==> src/rtl/shift_rotate_pkg.sv <==
package shift_rotate_pkg;

  typedef enum logic [1:0] {
    OP_ROL  = 2'b00,
    OP_ROR  = 2'b01,
    OP_ASR  = 2'b10,
    OP_PASS = 2'b11
  } sr_op_e;

  typedef struct packed {
    logic n;
    logic z;
    logic v;
    logic c;
  } sr_flags_t;

endpackage

==> src/rtl/sr_rotate.sv <==
// Rotate through carry by one place; LEFT picks the direction.
module sr_rotate #(
  parameter int unsigned W    = 8,
  parameter bit          LEFT = 1'b1
) (
  input  logic [W-1:0] src_i,
  input  logic         cin_i,
  output logic [W-1:0] res_o,
  output logic         cout_o
);

  generate
    if (LEFT) begin : g_left
      assign res_o  = {src_i[W-2:0], cin_i};
      assign cout_o = src_i[W-1];
    end else begin : g_right
      assign res_o  = {cin_i, src_i[W-1:1]};
      assign cout_o = src_i[0];
    end
  endgenerate

endmodule

==> src/rtl/sr_asr.sv <==
// Arithmetic shift right by one: sign bit replicated.
module sr_asr #(
  parameter int unsigned W = 8
) (
  input  logic [W-1:0] src_i,
  output logic [W-1:0] res_o,
  output logic         cout_o
);

  assign res_o  = {src_i[W-1], src_i[W-1:1]};
  assign cout_o = src_i[0];

endmodule

==> src/rtl/sr_nz.sv <==
// Sign and zero detection on a result word.
module sr_nz #(
  parameter int unsigned W = 8
) (
  input  logic [W-1:0] res_i,
  output logic         n_o,
  output logic         z_o
);

  assign n_o = res_i[W-1];
  assign z_o = ~|res_i;

endmodule

==> src/rtl/shift_rotate_unit.sv <==
module shift_rotate_unit
  import shift_rotate_pkg::*;
#(
  parameter int unsigned W = 8
) (
  input  logic [W-1:0] operand_i,
  input  logic [1:0]   op_i,
  input  logic         n_i,
  input  logic         z_i,
  input  logic         v_i,
  input  logic         c_i,
  output logic [W-1:0] result_o,
  output logic         n_o,
  output logic         z_o,
  output logic         v_o,
  output logic         c_o
);

  localparam int unsigned MSB = W - 1;

  sr_op_e      op;
  logic [W-1:0] rol_res, ror_res, asr_res;
  logic         rol_c, ror_c, asr_c;
  logic         calc_n, calc_z;
  sr_flags_t    flags;

  assign op = sr_op_e'(op_i);

  sr_rotate #(.W(W), .LEFT(1'b1)) u_rol (
    .src_i (operand_i),
    .cin_i (c_i),
    .res_o (rol_res),
    .cout_o(rol_c)
  );

  sr_rotate #(.W(W), .LEFT(1'b0)) u_ror (
    .src_i (operand_i),
    .cin_i (c_i),
    .res_o (ror_res),
    .cout_o(ror_c)
  );

  sr_asr #(.W(W)) u_asr (
    .src_i (operand_i),
    .res_o (asr_res),
    .cout_o(asr_c)
  );

  always_comb begin
    unique case (op)
      OP_ROL:  result_o = rol_res;
      OP_ROR:  result_o = ror_res;
      OP_ASR:  result_o = asr_res;
      default: result_o = operand_i;
    endcase
  end

  sr_nz #(.W(W)) u_nz (
    .res_i(result_o),
    .n_o  (calc_n),
    .z_o  (calc_z)
  );

  always_comb begin
    flags = '{n: n_i, z: z_i, v: v_i, c: c_i};
    unique case (op)
      OP_ROL: begin
        flags.n = calc_n;
        flags.z = calc_z;
        // overflow when the sign changes on the way out
        flags.v = operand_i[MSB] ^ operand_i[MSB-1];
        flags.c = rol_c;
      end
      OP_ROR: begin
        flags.n = calc_n;
        flags.z = calc_z;
        flags.c = ror_c;
      end
      OP_ASR: begin
        flags.n = calc_n;
        flags.z = calc_z;
        flags.c = asr_c;
      end
      default: ;
    endcase
  end

  assign n_o = flags.n;
  assign z_o = flags.z;
  assign v_o = flags.v;
  assign c_o = flags.c;

endmodule

==> config.mk <==
export PLATFORM = sky130hd
export DESIGN_NAME = shift_rotate_unit
export DESIGN_NICKNAME = d
export VERILOG_FILES = /design/src/rtl/shift_rotate_pkg.sv /design/src/rtl/sr_rotate.sv /design/src/rtl/sr_asr.sv /design/src/rtl/sr_nz.sv /design/src/rtl/shift_rotate_unit.sv
export SDC_FILE = /design/constraint.sdc
export NUM_CORES = 1
export LEC_CHECK = 0
export CORE_AREA = 2 2 39 41
export DETAILED_ROUTE_END_ITERATION = 8
export DIE_AREA = 0 0 41 43
export DONT_BUFFER_PORTS = 1
export SYNTH_ARGS = -nofsm -noshare
export SYNTH_HDL_FRONTEND = slang
export SYNTH_HIERARCHICAL = 1
export SYNTH_SLANG_ARGS = --single-unit
export TNS_END_PERCENT = 30
==> constraint.sdc <==
create_clock -name vclk -period 4.2
set_input_delay 0.21 -clock vclk [all_inputs]
set_output_delay 0.21 -clock vclk [all_outputs]
set_load 0.005 [all_outputs]
==> results of run 1 <==
logic make-up (layout without fill, tap and decap cells):
logic type,count (synthesis),count (layout),share of synthesized area
buffers and inverters,30,0,0.4502
muxes,11,11,0.4627
and+or+nand+nor,4,4,0.04475
AOI/OAI and AO/OA,2,2,0.02487
xor gates and xnor gates,1,1,0.01742
area by class of cell:
class | count | share of cell area
multi-input combinational | 18 | 0.9325
tap | 16 | 0.06751
path summary, 6_finish.rpt:
kind,start,endpoint,slack (ns)
worst max-delay path,op_i[0],z_o,2.45
worst min-delay path,op_i[0],v_o,0.49
metrics by stage:
stage | hold slack, ns | area [sq um] | utilization | worst slack (ns)
6_report | 0.4912 | 296.5 | 0.2143 | 2.447
3_3_place_gp | 0.4979 | 296.5 | 0.2143 | 2.456
2_1_floorplan | 0.5429 | 503.0 | - | 2.351
5_1_grt | 0.4972 | 296.5 | 0.2143 | 2.364
3_5_place_dp | 0.4931 | 296.5 | 0.2143 | 2.438
4_1_cts | 0.4946 | 296.5 | 0.2143 | 2.430
power by group:
| group | switching [W] | leakage (nW) | internal (W) |
|---|---|---|---|
| sequential | 0 | 0 | 0 |
| clock | 0 | 0 | 0 |
| combinational | 0.00000918 | 0.0846 | 0.0000170 |
| total | 0.00000918 | 0.0846 | 0.0000170 |
worst max-delay path, delay by kind of cell:
| kind | cells | cell delay, ns |
|---|---|---|
| mux | 2 | 0.74 |
| simple gates | 2 | 0.59 |
per-layer routing:
layer / wire (um) / vias to the layer above / global-route usage
li1: - / 93 / -
met1: 248 / 108 / 0.09868
met2: 379 / 16 / 0.1531
met3: 149 / 0 / 0.03141
met4: 0 / 0 / 0
met5: 0 / - / 0
placed cells by master, fill, tap and decap left out:
cell type  count
mux2_2         2
mux4_1         2
mux4_2         7
nand2_1        1
nor2_1         1
o21ai_0        1
o31ai_1        1
or4_1          2
xnor2_1        1
==> impl_metrics.env, run 1 <==
export IMPL_status="complete, no violations"
export IMPL_post_route_period_util=0.4173
export IMPL_end_kind="output port"
export IMPL_max_clock_freq_mhz=570.5
export IMPL_regArea_sq_um=0
export IMPL_dr_pass1_iters=2
export IMPL_first_iter_violations=1
export IMPL_syn_to_final_growth_pct=-41.04
export IMPL_cp_required_ns=3.99
export IMPL_ys_warn_count=6
export IMPL_io_pins=26
export IMPL_antenna_found_initial=0
export IMPL_setup_viol=0
export IMPL_grt_first_pass_wirelength_um=1117
export IMPL_hold_buffers=0
export IMPL_vias_per_cell=6.382
export IMPL_clock_buffers=0
export IMPL_yosysMostFrequentCell="buf_4"
export IMPL_irDropWorstVdd_v=0.00001246
export IMPL_rsz0062_at_grt="false"
export IMPL_synth_cell_types=12
export IMPL_cp_cell_sequence="mux4_1, or4_1, nor2_1, mux2_2"
export IMPL_synthTopCellsByCount="buf_4 (28), mux4_2 (7), mux2_2 (2), mux4_1 (2), or4_1 (2)"
export IMPL_core_area_sq_um=1384
export IMPL_grt_use_total=0.08595
export IMPL_maxCapViolCount=0
export IMPL_start_util=0.3635
export IMPL_grt_pass1_vias=242
export IMPL_cpPeakStageDelay_ns=0.58
export IMPL_avgSynthCellArea_sq_um=10.48
export IMPL_portBuffers=0
export IMPL_fin_tns_setup_ns=0
export IMPL_die_y_um=43
export IMPL_post_cts_buffers=0
export IMPL_synth_area_sq_um=503.0
export IMPL_die_area_sq_um=1763
export IMPL_dpl_cell_count=34
export IMPL_holdPathStages=1
export IMPL_place_gp_congestion=0.6281
export IMPL_fillers=152
export IMPL_core_rowCount=14
export IMPL_yosysTopAreaCell="buf_4"
export IMPL_fin_cells=34
export IMPL_drt_antenna_violating_nets=0
export IMPL_slew_headroom=0.8119
export IMPL_synth_top_area_share=0.4179
export IMPL_totalWireLength_um=777
export IMPL_cts_resized=0
export IMPL_layout_drive_gt1_share=0.5000
export IMPL_drc=0
export IMPL_syn_nets=62
export IMPL_cp_arrival_ns=1.54
export IMPL_finalPower_w=0.00002617
export IMPL_numSequentialCells=0
export IMPL_crit_type="input port to output port"
export IMPL_layout_nets=34
export IMPL_antennaDiodeCount=0
export IMPL_worstHoldPathType="input port to output port"
export IMPL_p_per_area_nw_per_um2=88.25
export IMPL_slew_viol_final=0
export IMPL_p_leak_nw=0.08463
export IMPL_die_w_um=41
export IMPL_overflow=0
export IMPL_finalHoldViolCount=0
export IMPL_grt_max_degree=13
export IMPL_worst_pin_slew_ns=0.2798
export IMPL_fin_crit_ns=1.753
export IMPL_syn_inst=48
export IMPL_synth_area_top_cells="buf_4 (42%), mux4_2 (31%), mux4_1 (10%), mux2_2 (4.5%), or4_1 (3.0%)"
export IMPL_avgRoutedWirePerCell_um=22.85
export IMPL_multi_input_area_sq_um=276.5
export IMPL_critPathLaunchType="input port"
export IMPL_crit_slowest_cell="mux4_1"
export IMPL_cp_max_fo=12
export IMPL_ys_seq_area_frac=0
export IMPL_vias=217
No activity file was read; power rests on OpenSTA's default activity.
==> run 2, diff against run 1 <==
- clock period: 4.2 -> 1.7 ns (I/O delays scaled with it)
==> run 2 against run 1 <==
Net effect:
- critical path type unchanged
- total power up 150%
- wire length down 0.64%
- sequential share of layout area unchanged
- count of clock-buffer cells in the layout unchanged
- non-clock buffer count unchanged
==> impl_metrics.env, run 2 (synthesis gave the netlist of run 1 again) <==
export IMPL_numSequentialCells=0
export IMPL_die_y_um=43
export IMPL_grt_use_total=0.08511
export IMPL_cp_required_ns=1.62
export IMPL_layout_nets=34
export IMPL_syn_to_final_growth_pct=-41.04
export IMPL_p_leak_nw=0.08463
export IMPL_crit_type="input port to output port"
export IMPL_fin_tns_setup_ns=0
export IMPL_overflow=0
export IMPL_dpl_cell_count=34
export IMPL_finalHoldViolCount=0
export IMPL_irDropWorstVdd_v=0.00003205
export IMPL_crit_slowest_cell="mux4_1"
export IMPL_post_cts_buffers=0
export IMPL_start_util=0.3635
export IMPL_p_per_area_nw_per_um2=217.6
export IMPL_io_pins=26
export IMPL_clock_buffers=0
export IMPL_multi_input_area_sq_um=276.5
export IMPL_portBuffers=0
export IMPL_cp_top_family="multiplexers"
export IMPL_die_w_um=41
export IMPL_finish_utilization=0.2143
export IMPL_antennaDiodeCount=0
export IMPL_core_area_sq_um=1384
export IMPL_cp_cell_sequence="mux4_1, or4_1, nor2_1, mux2_2"
export IMPL_layout_commonest_cell="mux4_2"
export IMPL_setup_viol=0
export IMPL_rsz0062_at_grt="false"
export IMPL_critical_path_buf_inv_count=0
export IMPL_avgRoutedWirePerCell_um=22.71
export IMPL_drc=0
export IMPL_slew_headroom=0.7998
export IMPL_fillers=151
export IMPL_place_gp_congestion=0.6291
export IMPL_core_rowCount=14
export IMPL_fin_crit_ns=1.501
export IMPL_vias_per_cell=6.382
export IMPL_grt_pass1_vias=220
export IMPL_regArea_sq_um=0
export IMPL_die_area_sq_um=1763
export IMPL_end_kind="output port"
export IMPL_grt_first_pass_wirelength_um=1104
export IMPL_cp_arrival_ns=1.42
export IMPL_grt_max_degree=13
export IMPL_cp_max_fo=12
export IMPL_post_route_period_util=0.8829
export IMPL_cpPeakStageDelay_ns=0.58
export IMPL_hold_buffers=0
export IMPL_final_cell_mix="mux4_2 (7), mux2_2 (2), mux4_1 (2), or4_1 (2)"
export IMPL_maxCapViolCount=0
export IMPL_antenna_found_initial=0
export IMPL_fin_cells=34
export IMPL_dr_pass1_iters=2
export IMPL_cts_resized=0
export IMPL_critPathLaunchType="input port"
export IMPL_holdWs_ns=0.2447
export IMPL_vias=217
export IMPL_slew_viol_final=0
export IMPL_drt_antenna_violating_nets=0
export IMPL_first_iter_violations=1
export IMPL_status="complete, no violations"
export IMPL_worstHoldPathType="input port to output port"
export IMPL_worst_pin_slew_ns=0.2977
export IMPL_layout_drive_gt1_share=0.5000
export IMPL_totalWireLength_um=772
export IMPL_max_clock_freq_mhz=666.2
## run 2: cell counts in the layout (fill, tap and decap cells not counted)
Identical to the previous run, type by type.
## run 2: final cells by class
class              count  share of cell area
multi-input cells     18              0.9325
well taps             16             0.06751
## run 2: power by group
group,switching [W],internal [W]
Clock,0,0
Combinational,0.0000226,0.0000420
Sequential,0,0
Total,0.0000226,0.0000420
## run 2: final timing paths
kind                  cells after the start  endpoint     from  slack (ns)
worst max-delay path                      4       z_o  op_i[0]        0.20
worst min-delay path                      1       v_o  op_i[0]        0.24
## run 2: metal layers
| metal | part of all wire | track usage | up-vias |
|---|---|---|---|
| li1 | - | - | 94 |
| met4 | 0 | 0 | 0 |
| met5 | 0 | 0 | - |
| met1 | 0.30 | 0.09934 | 107 |
| met2 | 0.50 | 0.1438 | 16 |
| met3 | 0.19 | 0.04188 | 0 |
## run 2: metrics by stage
| stage | area [sq um] | worst slack [ns] | total power (W) |
|---|---|---|---|
| after floorplan | 503.0 | 0.1007 | 0.0001128 |
| after global placement | 296.5 | 0.2058 | 0.00006514 |
| after detailed placement | 296.5 | 0.1882 | 0.00006583 |
| after CTS | 296.5 | 0.1807 | 0.00006597 |
| after global routing | 296.5 | 0.1134 | 0.00006982 |
| final | 296.5 | 0.1990 | 0.00006454 |
